==> config.mk <==
export PLATFORM = sky130hd
export DESIGN_NAME = exc_entry_unit
export DESIGN_NICKNAME = d
export VERILOG_FILES = /design/src/rtl/exc_pkg.sv /design/src/rtl/exc_trap_decode.sv /design/src/rtl/exc_prio_arb.sv /design/src/rtl/exc_frame_gen.sv /design/src/rtl/exc_entry_unit.sv
export SDC_FILE = /design/constraint.sdc
export NUM_CORES = 1
export LEC_CHECK = 0
export BUFFER_PORTS_ARGS = -buffer_cell sky130_fd_sc_hd__buf_2
export CAP_MARGIN = 20
export CORE_AREA = 2 2 118 120
export DETAILED_ROUTE_END_ITERATION = 16
export DIE_AREA = 0 0 120 122
export MAX_ROUTING_LAYER = met4
export PLACE_DENSITY = 0.76
export SYNTH_ARGS = -nofsm -noshare
export SYNTH_HDL_FRONTEND = slang
export SYNTH_SLANG_ARGS = --single-unit
==> constraint.sdc <==
create_clock -name clk -period 1.8 [get_ports clk]
set_input_delay 0.54 -clock clk [delete_from_list [all_inputs] [get_ports clk]]
set_output_delay 0.54 -clock clk [all_outputs]
set_load 0.05 [all_outputs]
==> src/rtl/exc_pkg.sv <==
package exc_pkg;
    // Mode codes held in status bits 4:0
    localparam int          MODE_W   = 5;
    localparam logic [4:0]  MODE_USR = 5'b10000;
    localparam logic [4:0]  MODE_FIQ = 5'b10001;
    localparam logic [4:0]  MODE_IRQ = 5'b10010;
    localparam logic [4:0]  MODE_SVC = 5'b10011;
    localparam logic [4:0]  MODE_ABT = 5'b10111;
    localparam logic [4:0]  MODE_UND = 5'b11011;

    // Status bit positions
    localparam int BIT_IDIS = 7;
    localparam int BIT_FDIS = 6;

    // Trap pattern location in the instruction word
    localparam int         TRAP_LSB = 24;
    localparam int         TRAP_W   = 4;
    localparam logic [3:0] TRAP_PAT = 4'b1111;

    // Event kinds; the order below 'none' is the service priority
    localparam int EV_N = 8;
    typedef enum logic [3:0] {
        EV_NONE  = 4'd0,
        EV_RESET = 4'd1,
        EV_DABT  = 4'd2,
        EV_FIQ   = 4'd3,
        EV_IRQ   = 4'd4,
        EV_PABT  = 4'd5,
        EV_UNDEF = 4'd6,
        EV_SWI   = 4'd7,
        EV_RET   = 4'd8
    } ev_kind_t;

    // Slot index (word number) of each exception kind
    function automatic logic [2:0] slot_of(ev_kind_t k);
        case (k)
            EV_UNDEF: slot_of = 3'd1;
            EV_SWI:   slot_of = 3'd2;
            EV_PABT:  slot_of = 3'd3;
            EV_DABT:  slot_of = 3'd4;
            EV_IRQ:   slot_of = 3'd6;
            EV_FIQ:   slot_of = 3'd7;
            default:  slot_of = 3'd0;
        endcase
    endfunction

    // Target mode of each exception kind
    function automatic logic [4:0] mode_of(ev_kind_t k);
        case (k)
            EV_UNDEF:        mode_of = MODE_UND;
            EV_PABT, EV_DABT: mode_of = MODE_ABT;
            EV_IRQ:          mode_of = MODE_IRQ;
            EV_FIQ:          mode_of = MODE_FIQ;
            default:         mode_of = MODE_SVC;
        endcase
    endfunction
endpackage

==> src/rtl/exc_trap_decode.sv <==
// Trap/undefined classifier.
// Turns the core's trap and illegal-opcode strobes into a software-trap hit
// or an undefined-instruction hit. Assumes instr_word is the word that was
// decoded in the same cycle as the strobes.
module exc_trap_decode
    import exc_pkg::*;
#(
    parameter int XLEN = 32
) (
    input  logic [XLEN-1:0] instr_word,
    input  logic            trap_stb,
    input  logic            illegal_stb,
    output logic            swi_hit,
    output logic            undef_hit
);
    logic pat_ok;

    // Compare the trap field against the fixed pattern
    always_comb begin
        pat_ok    = (instr_word[TRAP_LSB +: TRAP_W] == TRAP_PAT);
        swi_hit   = trap_stb & pat_ok;
        undef_hit = illegal_stb | (trap_stb & ~pat_ok);
    end
endmodule

==> src/rtl/exc_prio_arb.sv <==
// Fixed-priority event selector.
// Masks the interrupt requests with the current disable bits, then picks the
// highest-priority live request; return is served only when nothing else is.
module exc_prio_arb
    import exc_pkg::*;
(
    input  logic     rst_req,
    input  logic     dabt_req,
    input  logic     fiq_req,
    input  logic     irq_req,
    input  logic     pabt_req,
    input  logic     undef_hit,
    input  logic     swi_hit,
    input  logic     ret_req,
    input  logic     idis,
    input  logic     fdis,
    output ev_kind_t kind
);
    logic [EV_N-1:0] live;

    // Build the request vector in priority order (bit 0 highest)
    always_comb begin
        live = {ret_req, swi_hit, undef_hit, pabt_req,
                irq_req & ~idis, fiq_req & ~fdis, dabt_req, rst_req};
    end

    // Pick the first set bit
    always_comb begin
        kind = EV_NONE;
        for (int i = EV_N - 1; i >= 0; i--) begin
            if (live[i]) kind = ev_kind_t'(i + 1);
        end
    end
endmodule

==> src/rtl/exc_frame_gen.sv <==
// Entry/return frame builder.
// For the selected event kind, builds the jump target, the new status word
// and the bank writes. Everything is zero when no event is selected.
module exc_frame_gen
    import exc_pkg::*;
#(
    parameter int XLEN = 32
) (
    input  ev_kind_t         kind,
    input  logic [XLEN-1:0]  cur_pc,
    input  logic [XLEN-1:0]  cur_status,
    input  logic [XLEN-1:0]  link_in,
    input  logic [XLEN-1:0]  saved_status_in,
    output logic             f_vld,
    output logic [XLEN-1:0]  f_pc,
    output logic [XLEN-1:0]  f_status,
    output logic [MODE_W-1:0] f_bank,
    output logic             f_swe,
    output logic [XLEN-1:0]  f_swd,
    output logic             f_lwe,
    output logic [XLEN-1:0]  f_lwd
);
    localparam logic [XLEN-1:0] ALIGN_MASK = ~XLEN'(3);

    logic [XLEN-1:0] next_link;
    logic [4:0]      tmode;

    // Return address of the interrupted instruction, word aligned
    always_comb begin
        next_link = (cur_pc + XLEN'(4)) & ALIGN_MASK;
        tmode     = mode_of(kind);
    end

    // Frame contents per event kind
    always_comb begin
        f_vld    = 1'b0;
        f_pc     = '0;
        f_status = '0;
        f_bank   = '0;
        f_swe    = 1'b0;
        f_swd    = '0;
        f_lwe    = 1'b0;
        f_lwd    = '0;
        case (kind)
            EV_NONE: ;
            EV_RET: begin
                f_vld    = 1'b1;
                f_pc     = link_in & ALIGN_MASK;
                f_status = saved_status_in;
            end
            default: begin
                f_vld              = 1'b1;
                f_pc               = XLEN'({slot_of(kind), 2'b00});
                f_status           = cur_status;
                f_status[4:0]      = tmode;
                f_status[BIT_IDIS] = 1'b1;
                if (kind == EV_FIQ || kind == EV_RESET)
                    f_status[BIT_FDIS] = 1'b1;
                if (kind != EV_RESET) begin
                    f_bank = tmode;
                    f_swe  = 1'b1;
                    f_swd  = cur_status;
                    f_lwe  = 1'b1;
                    f_lwd  = next_link;
                end
            end
        endcase
    end
endmodule

==> src/rtl/exc_entry_unit.sv <==
// Exception entry and return sequencer (top).
// Classifies trap strobes, arbitrates requests and registers one frame per
// cycle. Assumes the core applies redirect/status/bank writes in the cycle
// redirect_vld is high and holds inputs stable across the sampling edge.
module exc_entry_unit
    import exc_pkg::*;
#(
    parameter int XLEN = 32
) (
    input  logic              clk,
    input  logic              rst_n,
    input  logic              exc_reset_req,
    input  logic              dabt_req,
    input  logic              fiq_req,
    input  logic              irq_req,
    input  logic              pabt_req,
    input  logic              illegal_stb,
    input  logic              trap_stb,
    input  logic [XLEN-1:0]   instr_word,
    input  logic              ret_req,
    input  logic [XLEN-1:0]   link_in,
    input  logic [XLEN-1:0]   saved_status_in,
    input  logic [XLEN-1:0]   cur_pc,
    input  logic [XLEN-1:0]   cur_status,
    output logic              redirect_vld,
    output logic [XLEN-1:0]   redirect_pc,
    output logic [XLEN-1:0]   status_next,
    output logic [MODE_W-1:0] bank_sel,
    output logic              saved_we,
    output logic [XLEN-1:0]   saved_wdata,
    output logic              link_we,
    output logic [XLEN-1:0]   link_wdata
);
    logic              swi_hit, undef_hit;
    ev_kind_t          kind;
    logic              f_vld, f_swe, f_lwe;
    logic [XLEN-1:0]   f_pc, f_status, f_swd, f_lwd;
    logic [MODE_W-1:0] f_bank;

    exc_trap_decode #(.XLEN(XLEN)) i_dec (
        .instr_word  (instr_word),
        .trap_stb    (trap_stb),
        .illegal_stb (illegal_stb),
        .swi_hit     (swi_hit),
        .undef_hit   (undef_hit)
    );

    exc_prio_arb i_arb (
        .rst_req   (exc_reset_req),
        .dabt_req  (dabt_req),
        .fiq_req   (fiq_req),
        .irq_req   (irq_req),
        .pabt_req  (pabt_req),
        .undef_hit (undef_hit),
        .swi_hit   (swi_hit),
        .ret_req   (ret_req),
        .idis      (cur_status[BIT_IDIS]),
        .fdis      (cur_status[BIT_FDIS]),
        .kind      (kind)
    );

    exc_frame_gen #(.XLEN(XLEN)) i_frm (
        .kind            (kind),
        .cur_pc          (cur_pc),
        .cur_status      (cur_status),
        .link_in         (link_in),
        .saved_status_in (saved_status_in),
        .f_vld           (f_vld),
        .f_pc            (f_pc),
        .f_status        (f_status),
        .f_bank          (f_bank),
        .f_swe           (f_swe),
        .f_swd           (f_swd),
        .f_lwe           (f_lwe),
        .f_lwd           (f_lwd)
    );

    // One-cycle output register for the selected frame
    always_ff @(posedge clk) begin
        if (!rst_n) begin
            redirect_vld <= 1'b0;
            redirect_pc  <= '0;
            status_next  <= '0;
            bank_sel     <= '0;
            saved_we     <= 1'b0;
            saved_wdata  <= '0;
            link_we      <= 1'b0;
            link_wdata   <= '0;
        end else begin
            redirect_vld <= f_vld;
            redirect_pc  <= f_pc;
            status_next  <= f_status;
            bank_sel     <= f_bank;
            saved_we     <= f_swe;
            saved_wdata  <= f_swd;
            link_we      <= f_lwe;
            link_wdata   <= f_lwd;
        end
    end
endmodule

## Word level (Yosys, flattened, before mapping)

Cells that the tools add are included.

- Bits in registers: 135
- Input port bits: 170
- Output and inout bits: 136
- Word-level logic and storage cells: 49

- Add/subtract/negate cells: 1
- Equality and inequality tests: 10
- Muxes and demuxes: 15
- Bitwise gates (word level): 10
- Reduce and logical (&&, ||, !) cells: 5

Operator list:

| cell | number |
|---|---|
| one-hot mux 32 bit (2 select lines) | 2 |
| adder 32 x 3 -> 32 bit, second input constant | 1 |
| 2-to-1 mux 4 bit | 8 |
| one-hot mux 3 bit (6 select lines) | 1 |
| equality test 4 x 3 -> 1 bit, second input constant | 4 |
| one-hot mux 4 bit (4 select lines) | 1 |
| equality test 4 x 2 -> 1 bit, second input constant | 2 |
| equality test 4 bit, second input constant | 2 |
| inverter 1 bit | 5 |
| bitwise AND 1 bit | 4 |
| equality test 4 x 1 -> 1 bit, second input constant | 1 |
| logical NOT 4 bit | 1 |
| inequality test 4 x 1 -> 1 bit, second input constant | 1 |
| OR reduction 4 bit | 1 |
| 2-to-1 mux 1 bit | 3 |
| OR reduction 3 bit | 1 |
| OR reduction 2 bit | 1 |
| logical OR 1 bit | 1 |
| bitwise OR 1 bit | 1 |

## Depth between registers and ports, before layout

Gate-level depths: netlist of run 1.

- Word-level depth: 14
- Depth in mapped cells: 6
- Mapped depth without buffers: 5

## Cells and area by module

Synthesis of run 1 repeated with hierarchy kept, for this count alone.

- Cells, all modules: 592
- Area, all modules: 5639.2 um2

Modules (own cells, without submodules):

| module | times used | cells each | area each (um2) | seq. area each (um2) |
|---|---|---|---|---|
| exc_entry_unit | 1 | 287 | 3777.4 | 2722.6 |
| exc_frame_gen | 1 | 287 | 1752.9 | 0.0 |
| exc_prio_arb | 1 | 14 | 87.6 | 0.0 |
| exc_trap_decode | 1 | 4 | 21.3 | 0.0 |

## Worst setup path before layout of run 1

Ideal clock, no wire load.

- Path type: input -> register
- From: input irq_req
- To: register status_next[15]
- Library setup time: 132 ps
- Arrival time: 1678 ps
- Required time: 1668 ps
- Path slack: -10 ps
- Stages: 6
- Path buffers: 2
- Path through: nor2b_1 > or4_1 > clkbuf_1 > clkbuf_1 > o21ai_0 > a21oi_1

- Cells in the longest elaborated chain, start to end: 7
- Elaborated cells between the ends (all ways): 8
- Those cells by class: eq/ne: 1; mux: 5; bitwise: 1; reduce/logical: 1

Ends and longest elaborated chain:

| item | line | text |
|---|---|---|
| start, declared | exc_entry_unit.sv:15 | `input logic irq_req,` |
| bitwise AND 1 bit * | exc_prio_arb.sv:24 | `irq_req & ~idis, fiq_req & ~fdis, dabt_req, rst_req};` |
| 2-to-1 mux 4 bit * (4 in series) | exc_prio_arb.sv:31 | `if (live[i]) kind = ev_kind_t'(i + 1);` |
| equality test 4 bit or logical NOT 4 bit (tied branches) | exc_frame_gen.sv:44 | `case (kind)` |
| one-hot mux 32 bit (2 select lines) * | exc_frame_gen.sv:44 |  |
| end signal, assigned | exc_entry_unit.sv:92 | `status_next <= f_status;` |
| end, declared | exc_entry_unit.sv:27 | `output logic [XLEN-1:0] status_next,` |

Every way passes the cells marked *; elsewhere a longest branch is shown, timed or not.
A chain may end at the register's enable or synchronous reset.

## Final worst setup path of run 1

- From: input trap_stb
- To: register status_next[5]

- Cells in the longest elaborated chain, start to end: 10
- Elaborated cells between the ends (all ways): 13
- Those cells by class: eq/ne: 1; mux: 8; bitwise: 3; reduce/logical: 1

Ends and longest elaborated chain:

| item | line | text |
|---|---|---|
| start, declared | exc_entry_unit.sv:18 | `input logic trap_stb,` |
| bitwise AND 1 bit, on equally long branches | exc_trap_decode.sv:21, exc_trap_decode.sv:22 |  |
| 2-to-1 mux 4 bit or bitwise OR 1 bit (tied branches) | exc_prio_arb.sv:31, exc_trap_decode.sv:22 |  |
| 2-to-1 mux 4 bit * (6 in series) | exc_prio_arb.sv:31 |  |
| equality test 4 bit or logical NOT 4 bit (tied branches) | exc_frame_gen.sv:44 |  |
| one-hot mux 32 bit (2 select lines) * | exc_frame_gen.sv:44 |  |

Marks and branches as above.

==> impl_metrics.py, run 1 <==
metrics = {
    "sta": {
        "setup_ws_ns": 0.228,
        "slew_viol_final": 0,
        "rsz0062_at_grt": "no",
        "setup_viol": 0,
        "timing.final.crit_share": 0.874,
        "hold_violations": 0,
        "fin_tns_setup_ns": 0,
        "max_freq_mhz": 636,
        "period_minus_slack_ns": 1.57,
    },
    "worst_hold_path": {
        "hp-class": "primary input to flip-flop",
        "min_to": "saved_wdata[2]",
        "hold_start": "cur_status[2]",
        "min_path_cells": 2,
    },
    "logic_synthesis": {
        "yosys.area_share.simple": 0.245,
        "avgSynthCellArea_um2": 9.69,
        "synth_xor_area_frac": 0.0243,
        "synth-seq-area-share": 0.560,
        "ys_seq_elements": 131,
        "syn_area_mm2": 0.00468,
        "synthMuxAreaShare": 0,
        "syn-instance-count": 483,
        "synthAdderAreaFrac": 0.00267,
        "synth_compound_area_frac": 0.123,
        "ys_types": 45,
        "yosysWarnings": 0,
        "synth_top_family_by_area": "simple AND/OR/NAND/NOR gates",
    },
    "clocking": {
        "cts-root-buf": "clkbuf_16",
        "numCtsBuffers": 17,
        "cts.clk_slew.worst_paths_ns": 0.06,
        "ctsHoldBuffers": 0,
        "cts_buffer_depth": 2,
        "cts_sinks": 131,
        "h-tree-depth": 4,
        "cts_tree": "done",
        "post_cts_buffers": 0,
        "cts_resized": 0,
    },
    "power_and_ir_drop": {
        "p_leak_nw": 3.50,
        "power.total_mw": 7.91,
        "vdd.ir_drop.worst_uv": 547,
        "power.density_mw_per_mm2": 1080,
    },
    "setup_path": {
        "worst_setup_path_start_kind": "primary input",
        "cp_slowest_cell": "or4_1",
        "crit_path_end_kind": "flip-flop",
        "cpPeakStageDelay_ns": 0.60,
        "worst_ep_arrival_time_ns": 1.87,
        "cp.required_ns": 2.09,
        "criticalPathCategory": "primary input to flip-flop",
        "path_cells": "buf_2 -> or4_1 -> buf_4 -> buf_12 -> o21ai_0 -> a21oi_1",
        "cp_top_family": "simple AND/OR/NAND/NOR gates",
        "crit_fanout": 8,
        "critPathBufInv": 3,
    },
    "grt": {
        "first_global_vias": 4520,
        "grtUsageTotal": 0.203,
        "grt_pass1_wl_mm": 22.4,
        "grt_antenna_before_repair": 0,
        "grt_max_degree": 34,
        "grt-ovfl-total": 0,
    },
    "detailed_routing": {
        "num_vias": 4764,
        "wire_per_inst_um": 14.8,
        "drc": 0,
        "dr.pass1.iters": 5,
        "ant_nets": 0,
        "vias_per_cell": 4.82,
        "routed_wl_mm": 14.6,
        "drtIter0Drc": 390,
    },
    "place": {
        "hpwl_mm": 10.7,
        "dp_slack_ns": -0.195,
        "port_buffers": 269,
        "gp_congestion": 0.891,
        "placed_area_mm2": 0.00665,
    },
    "finish": {
        "layout_commonest_cell": "buf_2",
        "nets": 967,
        "design_area_mm2": 0.00730,
        "drive_gt1_frac": 0.457,
        "syn_to_final_growth_pct": 56.0,
        "layout_common_cells": "buf_2 (269), dfxtp_1 (131), and2_1 (61), buf_4 (53), a21oi_1 (46)",
        "diodes": 0,
    },
    "floorplan": {
        "core_mm2": 0.0135,
        "die_h_um": 122,
        "io_pins": 306,
        "rows": 43,
        "dieArea_mm2": 0.0146,
        "dieWidth_um": 120,
        "start_util": 0.347,
    },
    "run": {
        "maxCapViolations": 0,
    },
    "outcome": {
        "outcome": "completed",
    },
}
cell usage after synthesis, drive strengths merged:
cell	instances	area, um^2
dfxtp	131	2620
and2	61	382
a21oi	47	239
nand4	41	272
o21ai	28	140
clkbuf	23	87.6
nor2	23	86.3
buf	16	95.1
nand2	15	56.3
or4	13	101
o31ai	10	75.1
nand3	9	45.0
xor2	7	61.3
and4	6	57.6
inv	6	22.5
nor3	6	30.0
nor4	6	43.8
xnor2	6	52.6
o21a	4	30.0
o31a	4	35.0
and3	3	18.8
a21o	2	15.0
a31oi	2	12.5
nand2b	2	12.5
nor2b	2	12.5
or2	2	12.5
a2111oi	1	8.76
a211o	1	8.76
a211oi	1	7.51
conb	1	3.75
ha	1	12.5
nand4b	1	8.76
o22ai	1	6.26
or3	1	6.26
where the power goes:
part	internal (mW)	switching [mW]
clock	2.49	1.29
sequential	3.01	0.0248
combinational	0.352	0.739
total	5.86	2.05
worst max-delay path by stage:
stage	end	slack (ns)	cells after the start	from
2_1_floorplan	status_next[15]	0.008	6	irq_req
3_3_place_gp	status_next[22]	-0.14	5	trap_stb
3_5_place_dp	status_next[11]	-0.20	6	trap_stb
4_1_cts	redirect_pc[4]	0.23	1	redirect_pc[4]
5_1_grt	status_next[5]	0.18	6	trap_stb
6_report	status_next[5]	0.23	6	trap_stb
flip-flops by register name, summed over array words and instances, names as in the netlist:
register,count
link_wdata,30
redirect_vld,1
bank_sel,5
status_next,32
link_we,1
redirect_pc,30
saved_wdata,32
logic make-up after synthesis:
family                   count (synthesis)
AND/OR/NAND/NOR                        191
AO/OA/AOI/OAI                          101
buffers and inverters                   45
other                                    1
adder cells (fa/ha/maj)                  1
flip-flops                             131
XOR/XNOR                                13
layout make-up:
type / instances / area [um^2]
fill: 1241 / 6200
inverter: 6 / 22.5
clock inverter: 13 / 206
sequential: 131 / 2620
tap: 180 / 225
clock buffer: 19 / 443
multi-input combinational: 310 / 1880
timing repair buffer: 330 / 1900
through the flow:
stage / instances / utilization / hold WS (ns)
2_1_floorplan: 486 / - / 0.612
4_1_cts: 989 / 0.541 / 0.307
5_1_grt: 989 / 0.541 / 0.309
3_5_place_dp: 957 / 0.493 / 0.743
3_3_place_gp: 957 / 0.493 / 0.739
6_report: 989 / 0.541 / 0.321
routing by layer:
layer / up-vias / share of wire / wire [um] / track usage
met3: 22 / 0.081 / 1180 / 0.0604
met1: 2222 / 0.41 / 5980 / 0.236
met2: 196 / 0.49 / 7220 / 0.336
met4: 0 / 0.015 / 212 / 0.0669
li1: 2324 / - / - / -
met5: - / 0 / 0 / -
Power figures use the tool's default switching activity.
==> inputs of run 2 (changes only) <==
- CAP_MARGIN: 20 -> not set
- PLACE_DENSITY: 0.76 -> 0.74
- clock period: 1.8 -> 2 ns (I/O delays scaled with it)
==> impl_metrics.py, run 2 (synthesized netlist as in run 1, its figures left out) <==
metrics = {
    "sta": {
        "max_freq_mhz": 621,
        "setup_viol": 0,
        "period_minus_slack_ns": 1.61,
        "fin_tns_setup_ns": 0,
        "timing.final.crit_share": 0.805,
        "rsz0062_at_grt": "no",
        "hold_violations": 0,
        "setup_ws_ns": 0.390,
        "slew_viol_final": 0,
    },
    "setup_path": {
        "crit_fanout": 1,
        "cpPeakStageDelay_ns": 0.32,
        "path_cells": "buf_2",
        "cp_top_family": "flip-flops",
        "worst_setup_path_start_kind": "flip-flop",
        "crit_path_end_kind": "output pin",
        "criticalPathCategory": "flip-flop to output pin",
        "worst_ep_arrival_time_ns": 1.01,
        "cp.required_ns": 1.40,
        "cp_slowest_cell": "dfxtp_1",
        "critPathBufInv": 1,
    },
    "floorplan": {
        "die_h_um": 122,
        "io_pins": 306,
        "start_util": 0.347,
        "dieArea_mm2": 0.0146,
        "core_mm2": 0.0135,
        "rows": 43,
        "dieWidth_um": 120,
    },
    "power_and_ir_drop": {
        "p_clk_frac": 0.455,
        "p_comb_frac": 0.139,
        "switching_share": 0.275,
        "p_seq_frac": 0.406,
        "power.density_mw_per_mm2": 961,
        "p_int_mw": 4.87,
        "power.switching_mw": 1.85,
        "vdd.ir_drop.worst_uv": 628,
        "p_leak_nw": 3.33,
        "power.total_mw": 6.73,
    },
    "detailed_routing": {
        "wire_per_inst_um": 14.8,
        "dr.pass1.iters": 5,
        "drtIter0Drc": 269,
        "vias_per_cell": 4.81,
        "num_vias": 4632,
        "drc": 0,
        "ant_nets": 0,
        "routed_wl_mm": 14.2,
    },
    "finish": {
        "diodes": 0,
        "layout_common_cells": "buf_2 (269), dfxtp_1 (131), and2_1 (61), a21oi_1 (46), nand4_1 (40)",
        "reg_top3": "saved_wdata: 32 flops, status_next: 32 flops",
        "nets": 941,
        "layout_commonest_cell": "buf_2",
        "syn_to_final_growth_pct": 49.5,
        "design_area_mm2": 0.00700,
        "n_fill_cell": 1287,
        "drive_gt1_frac": 0.439,
    },
    "place": {
        "placed_area_mm2": 0.00641,
        "hpwl_mm": 10.6,
        "port_buffers": 269,
        "dp_slack_ns": 0.0313,
        "gp_congestion": 0.827,
    },
    "run": {
        "maxCapViolations": 0,
    },
    "grt": {
        "grt_max_degree": 32,
        "grtUsageTotal": 0.198,
        "grt_antenna_before_repair": 0,
        "grt-ovfl-total": 0,
        "first_global_vias": 4295,
        "grt_pass1_wl_mm": 21.7,
    },
    "clocking": {
        "h-tree-depth": 4,
        "numCtsBuffers": 17,
        "ctsHoldBuffers": 0,
        "cts.clk_slew.worst_paths_ns": 0.06,
        "cts_buffer_depth": 2,
        "post_cts_buffers": 0,
        "cts_tree": "done",
        "cts_resized": 0,
        "cts-root-buf": "clkbuf_16",
        "cts_sinks": 131,
    },
    "outcome": {
        "outcome": "completed",
    },
    "worst_hold_path": {
        "hp-class": "primary input to flip-flop",
    },
}
-- run 2: cell count changes in the layout (fill, tap and decap cells not counted) --
| cell | previous run | this run |
|---|---|---|
| clkinvlp_4 | 2 | 3 |
| buf_4 | 53 | 31 |
| clkinv_2 | 3 | 1 |
| bufinv_16 | 5 | 2 |
| buf_12 | 8 | 4 |
| inv_6 | 1 | 4 |
| clkinv_4 | 2 | 3 |
-- run 2: power groups by stage --
stage          clock, mW  combinational [mW]  sequential (mW)
6_report            3.06               0.932             2.73
2_1_floorplan          0               0.216             3.14
4_1_cts             3.13               0.934             2.73
3_5_place_dp           0               0.931             2.79
5_1_grt             3.23               0.994             2.74
3_3_place_gp           0               0.923             2.79
-- run 2: path summary, 6_finish.rpt --
kind	startpoint	slack, ns	endpoint	cells after the start
worst min-delay path	link_in[9]	0.38	redirect_pc[9]	2
worst max-delay path	saved_wdata[16]	0.39	saved_wdata[16]	1
-- run 2: through the flow --
stage,hold WS (ns),std cells,util
finish,0.380,963,0.518
global route,0.362,963,0.518
CTS,0.362,963,0.518
detailed placement,0.803,931,0.474
global placement,0.799,931,0.474
floorplan,0.672,486,-
-- run 2: area by class of cell --
class | instances | area [um^2] | share of cell area
sequential | 131 | 2620 | 0.375
multi-input combinational | 310 | 1880 | 0.268
timing repair buffer | 304 | 1660 | 0.237
clock buffer | 19 | 443 | 0.0633
tap | 180 | 225 | 0.0322
clock inverter | 13 | 149 | 0.0213
inverter | 6 | 22.5 | 0.00322
-- run 2: per-layer routing --
layer | GRT usage | vias to the layer above | part of all wire
met5 | - | - | 0
met4 | 0.0566 | 0 | 0.012
met3 | 0.0585 | 21 | 0.072
met2 | 0.330 | 198 | 0.50
met1 | 0.232 | 2138 | 0.42
li1 | - | 2275 | -
